<file path="config.mk">
export PLATFORM = sky130hd
export DESIGN_NAME = pwm_phase_gen
export DESIGN_NICKNAME = d
export VERILOG_FILES = /design/src/rtl/pwm_phase_pkg.sv /design/src/rtl/pwm_phase_ctrl.sv /design/src/rtl/pwm_phase_dp.sv /design/src/rtl/pwm_phase_gen.sv
export SDC_FILE = /design/constraint.sdc
export NUM_CORES = 1
export LEC_CHECK = 0
export BUFFER_PORTS_ARGS = -buffer_cell sky130_fd_sc_hd__buf_2
export CORE_MARGIN = 2
export CORE_UTILIZATION = 60
export DETAILED_ROUTE_END_ITERATION = 10
export GPL_ROUTABILITY_DRIVEN = 0
export GPL_TIMING_DRIVEN = 0
export MAX_ROUTING_LAYER = met4
export PLACE_DENSITY = 0.83
export SLEW_MARGIN = 10
export SYNTH_ARGS = -nofsm -noshare
export SYNTH_HDL_FRONTEND = slang
export SYNTH_SLANG_ARGS = --single-unit
</file>
<file path="constraint.sdc">
create_clock -name clk -period 9.83 [get_ports clk]
set_clock_uncertainty 0.1 [all_clocks]
set_input_delay 2.4575 -clock clk [delete_from_list [all_inputs] [get_ports clk]]
set_output_delay 2.4575 -clock clk [all_outputs]
set_load 0.005 [all_outputs]
</file>
<file path="src/rtl/pwm_phase_pkg.sv">
package pwm_phase_pkg;
  // Strobes from control to datapath
  typedef struct packed {
    logic beat;   // advance phase by one step
    logic clear;  // hold phase at zero (block disabled)
    logic load;   // capture new duty/resolution into shadows
  } ctrlStrobes_t;
endpackage

</file>
<file path="src/rtl/pwm_phase_ctrl.sv">
module pwm_phase_ctrl
  import pwm_phase_pkg::*;
#(
  parameter int DIV_W = 16
) (
  input  logic             clk,
  input  logic             rst_n,
  input  logic             enable,
  input  logic [DIV_W-1:0] clkDiv,
  input  logic             wrapNext,
  output ctrlStrobes_t     strobes
);
  logic [DIV_W-1:0] divCnt;
  logic             divDone;

  assign divDone = (divCnt >= clkDiv);

  always_ff @(posedge clk or negedge rst_n) begin
    if (!rst_n) begin
      divCnt <= '0;
    end else if (!enable || divDone) begin
      divCnt <= '0;
    end else begin
      divCnt <= divCnt + 1'b1;
    end
  end

  always_comb begin
    strobes.beat  = enable && divDone;
    strobes.clear = !enable;
    strobes.load  = !enable || (enable && divDone && wrapNext);
  end
endmodule

</file>
<file path="src/rtl/pwm_phase_dp.sv">
module pwm_phase_dp
  import pwm_phase_pkg::*;
#(
  parameter int PHASE_W = 16,
  parameter int RES_W   = 4
) (
  input  logic               clk,
  input  logic               rst_n,
  input  ctrlStrobes_t       strobes,
  input  logic [RES_W-1:0]   resIn,
  input  logic [PHASE_W-1:0] dutyIn,
  input  logic               invert,
  output logic               wrapNext,
  output logic               pwmOut,
  output logic [PHASE_W-1:0] phase
);
  localparam int MAXRES = PHASE_W - 1;

  logic [RES_W-1:0]   resQ, resEff, shiftAmt;
  logic [PHASE_W-1:0] dutyQ, phaseQ, stepW, maskW;
  logic [PHASE_W:0]   sumW;
  logic               active;

  always_comb begin
    resEff   = (resQ > RES_W'(MAXRES)) ? RES_W'(MAXRES) : resQ;
    shiftAmt = RES_W'(MAXRES) - resEff;
    stepW    = PHASE_W'(1) << shiftAmt;
    maskW    = ~(stepW - PHASE_W'(1));
    sumW     = {1'b0, phaseQ} + {1'b0, stepW};
    wrapNext = sumW[PHASE_W];
    active   = (dutyQ == '1) || (phaseQ < (dutyQ & maskW));
    pwmOut   = (!strobes.clear && active) ^ invert;
  end

  always_ff @(posedge clk or negedge rst_n) begin
    if (!rst_n) begin
      phaseQ <= '0;
      dutyQ  <= '0;
      resQ   <= '0;
    end else begin
      if (strobes.clear)     phaseQ <= '0;
      else if (strobes.beat) phaseQ <= sumW[PHASE_W-1:0];
      if (strobes.load) begin
        dutyQ <= dutyIn;
        resQ  <= resIn;
      end
    end
  end

  assign phase = phaseQ;
endmodule

</file>
<file path="src/rtl/pwm_phase_gen.sv">
module pwm_phase_gen
  import pwm_phase_pkg::*;
#(
  parameter int PHASE_W = 16,
  parameter int RES_W   = 4,
  parameter int DIV_W   = 16
) (
  input  logic               clk,
  input  logic               rst_n,
  input  logic               enable,
  input  logic [RES_W-1:0]   resolution,
  input  logic [PHASE_W-1:0] dutyCycle,
  input  logic [DIV_W-1:0]   clkDiv,
  input  logic               invert,
  output logic               pwmOut,
  output logic [PHASE_W-1:0] phase
);
  ctrlStrobes_t strobes;
  logic         wrapNext;

  pwm_phase_ctrl #(.DIV_W(DIV_W)) u_ctrl (
    .clk(clk), .rst_n(rst_n), .enable(enable), .clkDiv(clkDiv),
    .wrapNext(wrapNext), .strobes(strobes)
  );

  pwm_phase_dp #(.PHASE_W(PHASE_W), .RES_W(RES_W)) u_dp (
    .clk(clk), .rst_n(rst_n), .strobes(strobes), .resIn(resolution),
    .dutyIn(dutyCycle), .invert(invert), .wrapNext(wrapNext),
    .pwmOut(pwmOut), .phase(phase)
  );
endmodule

</file>
# Yosys cells after proc, flatten, opt, wreduce, memory -nomap -nowiden
# Cells that the tools add are included.
# word_totals
register_bits	52
latchBits	0
mem_bits_rw	0
romBits	0
wordCells	28
n_memories	0
# op_classes
add_sub_neg	4
mul	0
div	0
magnitude_cmp	3
eq_ne	2
shift	1
mux	4
bitwise_logic	3
n_reduce_logical	7
# op_table
op	n
$mux W16	3
$add A16 B16 Y17	1
$add A16 B1 Y16 const B	1
$and A16 B16 Y16	1
$eq A16 B16 Y1 const B	1
$ge A16 B16 Y1	1
$lt A16 B16 Y1	1
$not A16 Y16	1
$shl A1 B4 Y16 const A	1
$sub A16 B1 Y16 const B	1
$gt A4 B4 Y1 const B	1
$mux W4	1
$sub A4 B4 Y4 const A	1
$logic_and A1 B1 Y1	3
$logic_or A1 B1 Y1	3
$ne A2 B1 Y1 const B	1
$logic_not A1 Y1	1
$xor A1 B1 Y1	1

# Longest topological paths before layout
# Gate-level depths: netlist of run 1.
# logic_depth
ltp_word	11
depth_mapped	16
mapped_depth_nobuf	14

# Hierarchy
# From an unflattened synthesis of run 1, not the netlist that was laid out.
# hier_totals
hier_cells	448
hier_area_um2	4108.9
# modules_own_cells
mod	instances	cells_per_inst	area_per_inst_um2	seq_area_each_um2
pwm_phase_dp	1	317	2847.7	900.9
pwm_phase_ctrl	1	131	1261.2	400.4

# Least setup slack after synthesis of run 1
# OpenSTA, ideal clock, no wires.
# synth_timing
kind	reg2out
from	register u_dp.resQ[3]
to	output port pwmOut
arrival_time_ps	3154
required_ps	7273
path_slack_ps	4119
path_stages_with_launch	15
cell_sequence	dfrtp_1 clkbuf_1 nand2_1 or3_1 ha_1 clkbuf_1 xnor2_1 nand2_1 ha_1 or4b_1 o221a_1 nor4_1 o21a_1 o21ai_1 xnor2_1
# synth_between
elab_chain_cells	11
# synth_rtl
item	line_no	text
start: declaration	pwm_phase_dp.sv:19	logic [RES_W-1:0] resQ, resEff, shiftAmt;
start signal: assignment	pwm_phase_dp.sv:45	resQ <= resIn;
$gt A4 B4 Y1	pwm_phase_dp.sv:25	resEff = (resQ > RES_W'(MAXRES)) ? RES_W'(MAXRES) : resQ;
$mux W4 (*)	pwm_phase_dp.sv:25	
$sub A4 B4 Y4 (*)	pwm_phase_dp.sv:26	shiftAmt = RES_W'(MAXRES) - resEff;
$shl A1 B4 Y16 (*)	pwm_phase_dp.sv:27	stepW = PHASE_W'(1) << shiftAmt;
$sub A16 B1 Y16 (*)	pwm_phase_dp.sv:28	maskW = ~(stepW - PHASE_W'(1));
$not A16 Y16 (*)	pwm_phase_dp.sv:28	
$and A16 B16 Y16 (*)	pwm_phase_dp.sv:31	active = (dutyQ == '1) || (phaseQ < (dutyQ & maskW));
$lt A16 B16 Y1 (*)	pwm_phase_dp.sv:31	
$logic_or A1 B1 Y1 (*)	pwm_phase_dp.sv:31	
$logic_and A1 B1 Y1 (*)	pwm_phase_dp.sv:32	pwmOut = (!strobes.clear && active) ^ invert;
$xor A1 B1 Y1 (*)	pwm_phase_dp.sv:32	
end: declaration	pwm_phase_gen.sv:15	output logic pwmOut,
# Every way passes the cells marked *; elsewhere a longest branch is shown, timed or not.

# Worst setup path after layout of run 1
# Same ends and word-level chain as after synthesis.

==> impl_metrics.csv, run 1 <==
group,metric,value,unit
placed_design,place_hpwl,7.87,mm
floorplan,rows,30,
timing,drv_slew,0,
logic_synthesis,synth_compound_area_frac,0.202,
hold_path,hp-class,"register to register",
clock_tree,cts.sinks,52,
critical_path,ff2ff_path_depth,12,
power_and_ir_drop,powerDensity,115,nW/µm²
layout,instances_no_fill,612,
timing,finalHoldViolCount,0,
critical_path,worstReg2RegStart,"u_dp.resQ[1]$_DFFE_PN0P_",
clock_tree,cts_setup_buffers,0,
layout,num_antenna_cells,0,
route,drtIter0Drc,216,
clock_tree,htree_num_levels,2,
floorplan,io_pins,57,
clock_tree,cts_tree,"built",
floorplan,die_w,88.2,µm
logic_synthesis,synth-xor-area-share,0.0536,
placed_design,dp_cells,605,
logic_synthesis,synth_top_area_frac,0.306,
critical_path,critPathCaptureType,"output port",
critical_path,slowest_delay,520,ps
outcome,status,"finished, final reports clean",
layout,fin_area,4780,µm²
clock_tree,clkLatencyLatePin,320,ps
logic_synthesis,synth.area.top_cells,"dfrtp_1 31%, ha_1 14%, mux2_4 7.1%",
route,drt_first_pass_iters,5,
logic_synthesis,synthAdderAreaFrac,0.149,
logic_synthesis,synth_enable_flop_cells,0,
critical_path,cp.required,7270,ps
logic_synthesis,synthDistinctLibCells,70,
layout,area_delta_synth_final,12.5,%
global_routing,grt_max_degree,53,
placed_design,io_buffers,56,
logic_synthesis,synth_top_flop_cell,"dfrtp_1",
critical_path,cp.arrival,4080,ps
timing,rsz0062_at_grt,"false",
layout,nets,606,
timing,tns,0,ps
clock_tree,cts_buffer_depth,2,
critical_path,path_cells,"clkbuf_1 -> nand2_1 -> or3_1 -> ha_1 -> clkbuf_1 -> xnor2_1 -> nand2_1 -> ha_1 -> or4b_1 -> o221a_1 -> nor4_1 -> o21a_1 -> o21ai_1 -> xnor2_1 -> buf_2",
critical_path,crit_fanout,10,
power_and_ir_drop,finalPower,0.551,mW
global_routing,grt_pass1_vias,3596,
logic_synthesis,yosysMostFrequentCell,"dfrtp_1",
critical_path,critical-path-top-delay-family,"simple AND/OR/NAND/NOR gates",
global_routing,antenna_found_initial,0,
logic_synthesis,async_flop_share,1.00,
hold_path,holdPathStages,1,
floorplan,fp.dieArea,7770,µm²
global_routing,grt-ovfl-total,0,
logic_synthesis,seq_area_frac_synth,0.306,
critical_path,path_buf_inv,3,
logic_synthesis,syn_nets,543,
route,vias,3712,
clock_tree,cts_buffers,5,
critical_path,r2r_slack,6330,ps
floorplan,start_util,0.622,
power_and_ir_drop,vdd_drop_max,0.0741,mV
hold_path,hold_end,"u_ctrl.divCnt[0]$_DFF_PN0_",
timing,slew_headroom,0.543,
logic_synthesis,synth-simple-area-share,0.173,
logic_synthesis,yosys-top-cells-count,"52 x dfrtp_1, 49 x ha_1, 43 x nor2_1, 32 x nand2_1, 28 x a21oi_1",
global_routing,grt_usage,0.280,
timing,worst_pin_slew,686,ps
run,maxCapViolCount,0,
route,viasPerCell,6.07,
logic_synthesis,yosysWarnings,0,
clock_tree,holdBufCountCts,0,
critical_path,worst_r2r_endpoint,"u_dp.dutyQ[6]$_DFFE_PN0P_",
critical_path,worst_path_max_delay_cell,"or4b_1",
clock_tree,post_cts_resized,0,
logic_synthesis,synth_mux_area_frac,0.0707,
placed_design,placed_cell_area,4650,µm²
hold_path,worstHoldStart,"u_ctrl.divCnt[0]$_DFF_PN0_",
floorplan,core,6830,µm²
global_routing,grt_pass1_wl,16.6,mm
timing,finalCritPeriodShare,0.675,
floorplan,die_h,88.2,µm
logic_synthesis,yosysTopAreaCell,"dfrtp_1",
clock_tree,ctsRootBufferMaster,"clkbuf_8",
timing,fmaxAchievable,0.151,GHz
logic_synthesis,ys_seq_elements,52,
route,ant_nets,0,
critical_path,startpoint,"u_dp.resQ[3]$_DFFE_PN0P_",
logic_synthesis,synth_area,4250,µm²
power_and_ir_drop,leakagePower,2.41,nW
clock_tree,clk_pin_slew_worst_paths,90,ps
route,wl_per_cell,16.9,µm
critical_path,worstSetupStartpointType,"register",
layout,drive_above_1_share,0.211,
logic_synthesis,synth_top_family_by_area,"compound AO/OA/AOI/OAI gates",
timing,setup_viol_count_final,0,
logic_synthesis,synth_area_per_cell,9.38,µm²
route,routed_wl,10.3,mm
critical_path,crit_type,"register to output port",
timing,period_minus_slack,6630,ps
logic_synthesis,syn_inst,453,
route,drc,0,
## power by group
part | switching, mW | total [mW] | internal [mW]
logic | 0.0737 | 0.134 | 0.0606
clock network | 0.0746 | 0.175 | 0.100
registers | 0.0148 | 0.242 | 0.227
## how the worst max path moves through the flow
stage	endpoint	cells after the start
2_1_floorplan	pwmOut	14
3_3_place_gp	pwmOut	15
3_5_place_dp	pwmOut	15
4_1_cts	pwmOut	15
5_1_grt	pwmOut	15
6_report	pwmOut	15
## layout by cell type, fill, tap and decap left out, drive strengths merged, types with 3 or more instances in the layout
master | Yosys | routed
buf | 4 | 60
dfrtp | 52 | 52
ha | 49 | 49
nor2 | 43 | 43
nand2 | 33 | 33
o21ai | 30 | 30
a21oi | 29 | 29
inv | 25 | 25
nand3 | 22 | 22
mux2 | 20 | 20
clkbuf | 14 | 19
xnor2 | 13 | 13
xor2 | 13 | 13
a21o | 12 | 12
and3 | 9 | 9
nor3 | 9 | 9
nand4 | 8 | 8
o211ai | 6 | 6
a211oi | 6 | 6
nand2b | 5 | 5
nor2b | 3 | 3
o21a | 3 | 3
o2bb2ai | 3 | 3
o31ai | 3 | 3
and4 | 3 | 3
a221oi | 3 | 3
## logic make-up (layout without fill, tap and decap cells)
logic type               after synthesis  after routing
buffers and inverters                 43            106
AND/OR/NAND/NOR                      145            145
adder cells (fa/ha/maj)               50             50
flip-flops                            52             52
XOR/XNOR                              26             26
AO/OA/AOI/OAI                        117            117
multiplexers                          20             20
## per-layer routing
| layer | share of wire | GRT usage | vias to the layer above |
|---|---|---|---|
| met3 | 0.067 | 0.0452 | 22 |
| met5 | 0 | - | - |
| met2 | 0.46 | 0.441 | 143 |
| met1 | 0.45 | 0.366 | 1777 |
| li1 | - | - | 1770 |
| met4 | 0.019 | 0.0950 | 0 |
## registers in the layout (all words and copies together), names as in the netlist
| register | flops |
|---|---|
| u_dp.dutyQ | 16 |
| u_ctrl.divCnt | 16 |
| u_dp.resQ | 4 |
| u_dp.phase | 16 |
## worst reg2reg max path, cell delays in order, from the launching register on
cell      delay, ps
dfrtp_1         330
clkbuf_1        280
clkbuf_1        440
nand2_1         270
nor2_1          180
ha_1            220
o211ai_1        160
o211ai_2        250
and4_4          280
o21bai_2         80
a32oi_2         250
buf_6           220
mux2_4          320
## through the flow
| stage | hold WS (ps) | worst slack (ps) | util |
|---|---|---|---|
| after global placement | 407 | 3610 | 0.681 |
| after detailed placement | 414 | 3600 | 0.681 |
| final | 432 | 3200 | 0.700 |
| after floorplan | 368 | 4120 | - |
| after global routing | 454 | 2840 | 0.700 |
| after CTS | 427 | 3220 | 0.700 |
## final cells by class
cell class,instances,area (µm²)
Multi-Input combinational cell,358,2750
Timing Repair Buffer,56,283
Clock buffer,5,68.8
Buffer,18,101
Tap cell,96,120
Sequential cell,52,1300
Fill cell,558,2050
Inverter,25,93.8
Clock inverter,2,60.1
No activity file was read; power rests on OpenSTA's default activity.
==> run 2: changes to the inputs <==
CORE_UTILIZATION = 59   (was 60)
PLACE_DENSITY = 0.81   (was 0.83)
clock period = 6.45 ns   (was 9.83 ns; I/O delays follow)
==> run 2 against run 1 <==
Net effect: clock power rose by 14%; design area fell by 0.65%; cell count rose by 0.16%; largest cell class unchanged.
==> impl_metrics.csv, run 2 (synthesis gave the netlist of run 1 again) <==
group,metric,value,unit
critical_path,worstSetupStartpointType,"register",
timing,setup_ws,616,ps
placed_design,io_buffers,56,
route,routed_wl,10.3,mm
critical_path,worstReg2RegStart,"u_dp.resQ[3]$_DFFE_PN0P_",
timing,rsz0062_at_grt,"false",
critical_path,ff2ff_path_depth,11,
global_routing,grt_use_met3,0.0345,
global_routing,antenna_found_initial,0,
timing,drv_slew,0,
route,drc,0,
clock_tree,clkLatencyLatePin,310,ps
timing,tns,0,ps
floorplan,die_w,88.9,µm
layout,nFillCells,560,
critical_path,cp.required,4740,ps
critical_path,slowest_delay,510,ps
timing,finalHoldViolCount,0,
global_routing,grt_usage,0.280,
route,drt_first_pass_iters,4,
critical_path,r2r_slack,2980,ps
floorplan,core,6870,µm²
critical_path,startpoint,"u_dp.resQ[3]$_DFFE_PN0P_",
layout,area_delta_synth_final,11.8,%
timing,period_minus_slack,5830,ps
clock_tree,ctsRootBufferMaster,"clkbuf_8",
clock_tree,post_cts_resized,0,
global_routing,grt-ovfl-total,0,
layout,final_cell_mix,"56 x buf_2, 52 x dfrtp_1, 49 x ha_1, 43 x nor2_1, 32 x nand2_1",
global_routing,grt_pass1_wl,16.8,mm
placed_design,pre_cts_ws,1030,ps
route,drtIter0Drc,162,
power_and_ir_drop,finalPower,0.774,mW
floorplan,start_util,0.619,
clock_tree,cts_setup_buffers,0,
placed_design,place_hpwl,8.00,mm
clock_tree,clk_pin_slew_worst_paths,100,ps
critical_path,critPathCaptureType,"output port",
clock_tree,htree_num_levels,2,
critical_path,path_cells,"clkbuf_1 -> nand2_1 -> or3_1 -> ha_1 -> clkbuf_1 -> xnor2_1 -> nand2_1 -> ha_1 -> or4b_1 -> o221a_1 -> nor4_1 -> o21a_1 -> o21ai_1 -> xnor2_1 -> buf_2",
power_and_ir_drop,vdd_drop_max,0.100,mV
critical_path,worst_path_max_delay_cell,"or4b_1",
clock_tree,cts.sinks,52,
timing,hold_ws,421,ps
critical_path,crit_end,"pwmOut",
layout,num_antenna_cells,0,
power_and_ir_drop,powerDensity,163,nW/µm²
timing,setup_viol_count_final,0,
global_routing,grt_pass1_vias,3564,
global_routing,met2_usage,0.450,
timing,worst_pin_slew,694,ps
floorplan,die_h,88.9,µm
critical_path,path_buf_inv,3,
layout,nets,606,
route,wl_per_cell,16.9,µm
route,viasPerCell,6.07,
hold_path,holdPathStages,1,
run,maxCapViolCount,0,
clock_tree,cts_tree,"built",
hold_path,hp-class,"register to register",
critical_path,crit_fanout,10,
global_routing,top_usage_layer,"met2",
route,vias,3721,
critical_path,cp.arrival,4120,ps
floorplan,fp.dieArea,7900,µm²
route,ant_nets,0,
critical_path,crit_cells,15,
global_routing,use_met1,0.386,
timing,finalCritPeriodShare,0.905,
clock_tree,cts_buffer_depth,2,
outcome,status,"finished, final reports clean",
floorplan,rows,30,
floorplan,io_pins,57,
power_and_ir_drop,leakagePower,2.39,nW
layout,final_common_cell,"buf_2",
critical_path,worst_r2r_endpoint,"u_dp.phase[15]$_DFFE_PN0P_",
clock_tree,cts_buffers,5,
critical_path,crit_type,"register to output port",
layout,drive_above_1_share,0.213,
timing,fmaxAchievable,0.171,GHz
clock_tree,holdBufCountCts,0,
global_routing,grt_max_degree,53,
timing,slew_headroom,0.538,
critical_path,critical-path-top-delay-family,"simple AND/OR/NAND/NOR gates",
==> run 2: worst min path at each step <==
stage,endpoint,slack (ps),start
final,u_ctrl.divCnt[0]$_DFF_PN0_,420,u_ctrl.divCnt[0]$_DFF_PN0_
after global routing,u_ctrl.divCnt[0]$_DFF_PN0_,450,u_ctrl.divCnt[0]$_DFF_PN0_
after CTS,u_ctrl.divCnt[0]$_DFF_PN0_,420,u_ctrl.divCnt[0]$_DFF_PN0_
after detailed placement,u_ctrl.divCnt[0]$_DFF_PN0_,410,u_ctrl.divCnt[0]$_DFF_PN0_
after global placement,u_ctrl.divCnt[0]$_DFF_PN0_,410,u_ctrl.divCnt[0]$_DFF_PN0_
after floorplan,u_ctrl.divCnt[0]$_DFF_PN0_,370,u_ctrl.divCnt[0]$_DFF_PN0_
==> run 2: per-layer routing <==
layer / wire, µm / up-vias / share of wire
li1: - / 1783 / -
met1: 4670 / 1788 / 0.45
met2: 4890 / 143 / 0.47
met3: 708 / 7 / 0.068
met4: 64 / 0 / 0.0062
met5: 0 / - / 0
==> run 2: final cells by class <==
class | count | area [µm²] | area share
Sequential cell | 52 | 1300 | 0.274
Timing Repair Buffer | 56 | 283 | 0.0595
Buffer | 18 | 101 | 0.0213
Multi-Input combinational cell | 358 | 2750 | 0.580
Inverter | 25 | 93.8 | 0.0198
Clock buffer | 6 | 82.6 | 0.0174
Tap cell | 96 | 120 | 0.0253
Clock inverter | 2 | 15.0 | 0.00316
==> run 2: through the flow <==
step	cell area, µm²	cells	util
5_1_grt	4750	613	0.692
3_5_place_dp	4650	605	0.677
4_1_cts	4750	613	0.691
2_1_floorplan	4250	453	-
6_report	4750	613	0.692
3_3_place_gp	4650	605	0.677
==> run 2: power by group <==
| group | total (mW) | internal [mW] | leakage [nW] | switching, mW |
|---|---|---|---|---|
| Clock | 0.200 | 0.0871 | 0.0434 | 0.113 |
| Sequential | 0.368 | 0.346 | 0.679 | 0.0215 |
| Combinational | 0.206 | 0.0929 | 1.67 | 0.113 |
| Total | 0.774 | 0.526 | 2.39 | 0.247 |
==> run 3: changes to the inputs <==
BUFFER_PORTS_ARGS = not set   (was -buffer_cell sky130_fd_sc_hd__buf_2)
CORE_UTILIZATION = 60   (was 59)
DONT_BUFFER_PORTS = 1   (was not set)
PLACE_DENSITY = 0.76   (was 0.81)
==> run 3 against run 2 <==
Net effect: register-to-register slack improved by 40 ps; via count down 7.0%; die area decreased by 1.6%; non-clock buffer count down 56; first-iteration DRC count up 32%; combinational power shrank 10%; wire length shrank 4.8%.
==> impl_metrics.csv, run 3 (synthesis gave the netlist of run 1 again) <==
group,metric,value,unit
outcome,status,"finished, final reports clean",
critical_path,cp.required,4740,ps
clock_tree,cts_tree,"built",
floorplan,die_w,88.2,µm
layout,drive_above_1_share,0.115,
floorplan,die_h,88.2,µm
timing,slew_headroom,0.664,
hold_path,holdPathStages,1,
floorplan,io_pins,57,
floorplan,rows,30,
clock_tree,clk_pin_slew_worst_paths,100,ps
layout,area_delta_synth_final,4.92,%
route,drtIter0Drc,214,
layout,final_core_util,0.653,
layout,nets,550,
floorplan,start_util,0.622,
layout,num_antenna_cells,0,
placed_design,dp_cells,549,
timing,finalHoldViolCount,0,
power_and_ir_drop,powerDensity,167,nW/µm²
critical_path,crit_fanout,10,
timing,worst_pin_slew,502,ps
clock_tree,cts_setup_buffers,0,
timing,fmaxAchievable,0.171,GHz
timing,finalCritPeriodShare,0.905,
global_routing,grt-ovfl-total,0,
power_and_ir_drop,vdd_drop_max,0.0930,mV
clock_tree,cts_buffers,5,
clock_tree,htree_num_levels,2,
power_and_ir_drop,leakagePower,2.14,nW
timing,setup_viol_count_final,0,
route,wl_per_cell,17.7,µm
route,viasPerCell,6.21,
hold_path,hp-class,"register to register",
route,ant_nets,0,
clock_tree,cts.sinks,52,
placed_design,io_buffers,0,
timing,period_minus_slack,5840,ps
route,vias,3460,
critical_path,crit_type,"register to output port",
floorplan,core,6830,µm²
route,routed_wl,9.84,mm
layout,final_common_cell,"dfrtp_1",
global_routing,grt_max_degree,53,
timing,rsz0062_at_grt,"false",
route,drt_first_pass_iters,5,
timing,tns,0,ps
critical_path,cp.arrival,4120,ps
run,maxCapViolCount,0,
placed_design,place_hpwl,7.58,mm
global_routing,antenna_found_initial,0,
clock_tree,post_cts_resized,0,
critical_path,critPathCaptureType,"output port",
critical_path,ff2ff_path_depth,11,
global_routing,grt_pass1_vias,3237,
timing,drv_slew,0,
layout,final_cell_mix,"52 x dfrtp_1, 49 x ha_1, 43 x nor2_1, 32 x nand2_1, 28 x a21oi_1",
clock_tree,cts_buffer_depth,2,
global_routing,grt_pass1_wl,15.8,mm
layout,instances_no_fill,557,
clock_tree,holdBufCountCts,0,
clock_tree,clkLatencyLatePin,310,ps
floorplan,fp.dieArea,7770,µm²
global_routing,grt_usage,0.267,
critical_path,worstSetupStartpointType,"register",
route,drc,0,
clock_tree,ctsRootBufferMaster,"clkbuf_8",
-- run 3: changes by cell type in the layout (fill, tap and decap cells not counted), sizes merged --
cell	change
buf	-56
clkinv	+1
clkinvlp	-1
-- run 3: where the power goes --
| part | leakage, nW | switching, mW | internal, mW |
|---|---|---|---|
| combinational | 1.42 | 0.101 | 0.0837 |
| clock | 0.0414 | 0.113 | 0.0774 |
| sequential | 0.679 | 0.0223 | 0.347 |
| total | 2.14 | 0.237 | 0.508 |
-- run 3: through the flow --
step | hold WS (ps) | cell area [µm²] | worst slack (ps) | power (mW)
global route | 451 | 4460 | 404 | 0.784
detailed placement | 419 | 4370 | 1080 | 0.555
CTS | 433 | 4460 | 689 | 0.746
finish | 436 | 4460 | 615 | 0.745
global placement | 410 | 4370 | 1080 | 0.547
floorplan | 368 | 4250 | 1580 | 0.513
-- run 3: worst max-delay path, cell delays in order, from the launching register on --
cell,delay (ps)
dfrtp_1,370
clkbuf_1,330
nand2_1,180
or3_1,380
ha_1,270
clkbuf_1,240
xnor2_1,220
nand2_1,70
ha_1,190
or4b_1,520
o221a_1,240
nor4_1,300
o21a_1,200
o21ai_1,100
xnor2_1,180
-- run 3: per-layer routing --
metal,part of all wire,track usage
met4,0.0080,0.0413
met5,0,-
met2,0.46,0.407
met3,0.069,0.0556
met1,0.47,0.376
-- run 3: worst paths after layout --
kind                                            start                          end  slack, ps
setup reg to reg             u_dp.resQ[3]$_DFFE_PN0P_   u_dp.phase[15]$_DFFE_PN0P_       3020
min in group asynchronous                       rst_n  u_ctrl.divCnt[13]$_DFF_PN0_        880
max in group asynchronous                       rst_n    u_dp.phase[1]$_DFFE_PN0P_       5270
setup / recovery             u_dp.resQ[3]$_DFFE_PN0P_                       pwmOut        610
hold reg to reg            u_ctrl.divCnt[0]$_DFF_PN0_   u_ctrl.divCnt[0]$_DFF_PN0_        440
hold / removal             u_ctrl.divCnt[0]$_DFF_PN0_   u_ctrl.divCnt[0]$_DFF_PN0_        440
-- run 3: cell type report --
class	instances	area, µm²
fill	580	2370
multi-input combinational	358	2750
inverter	25	93.8
clock inverter	2	16.3
sequential	52	1300
buffer	18	101
tap	96	120
clock buffer	6	72.6
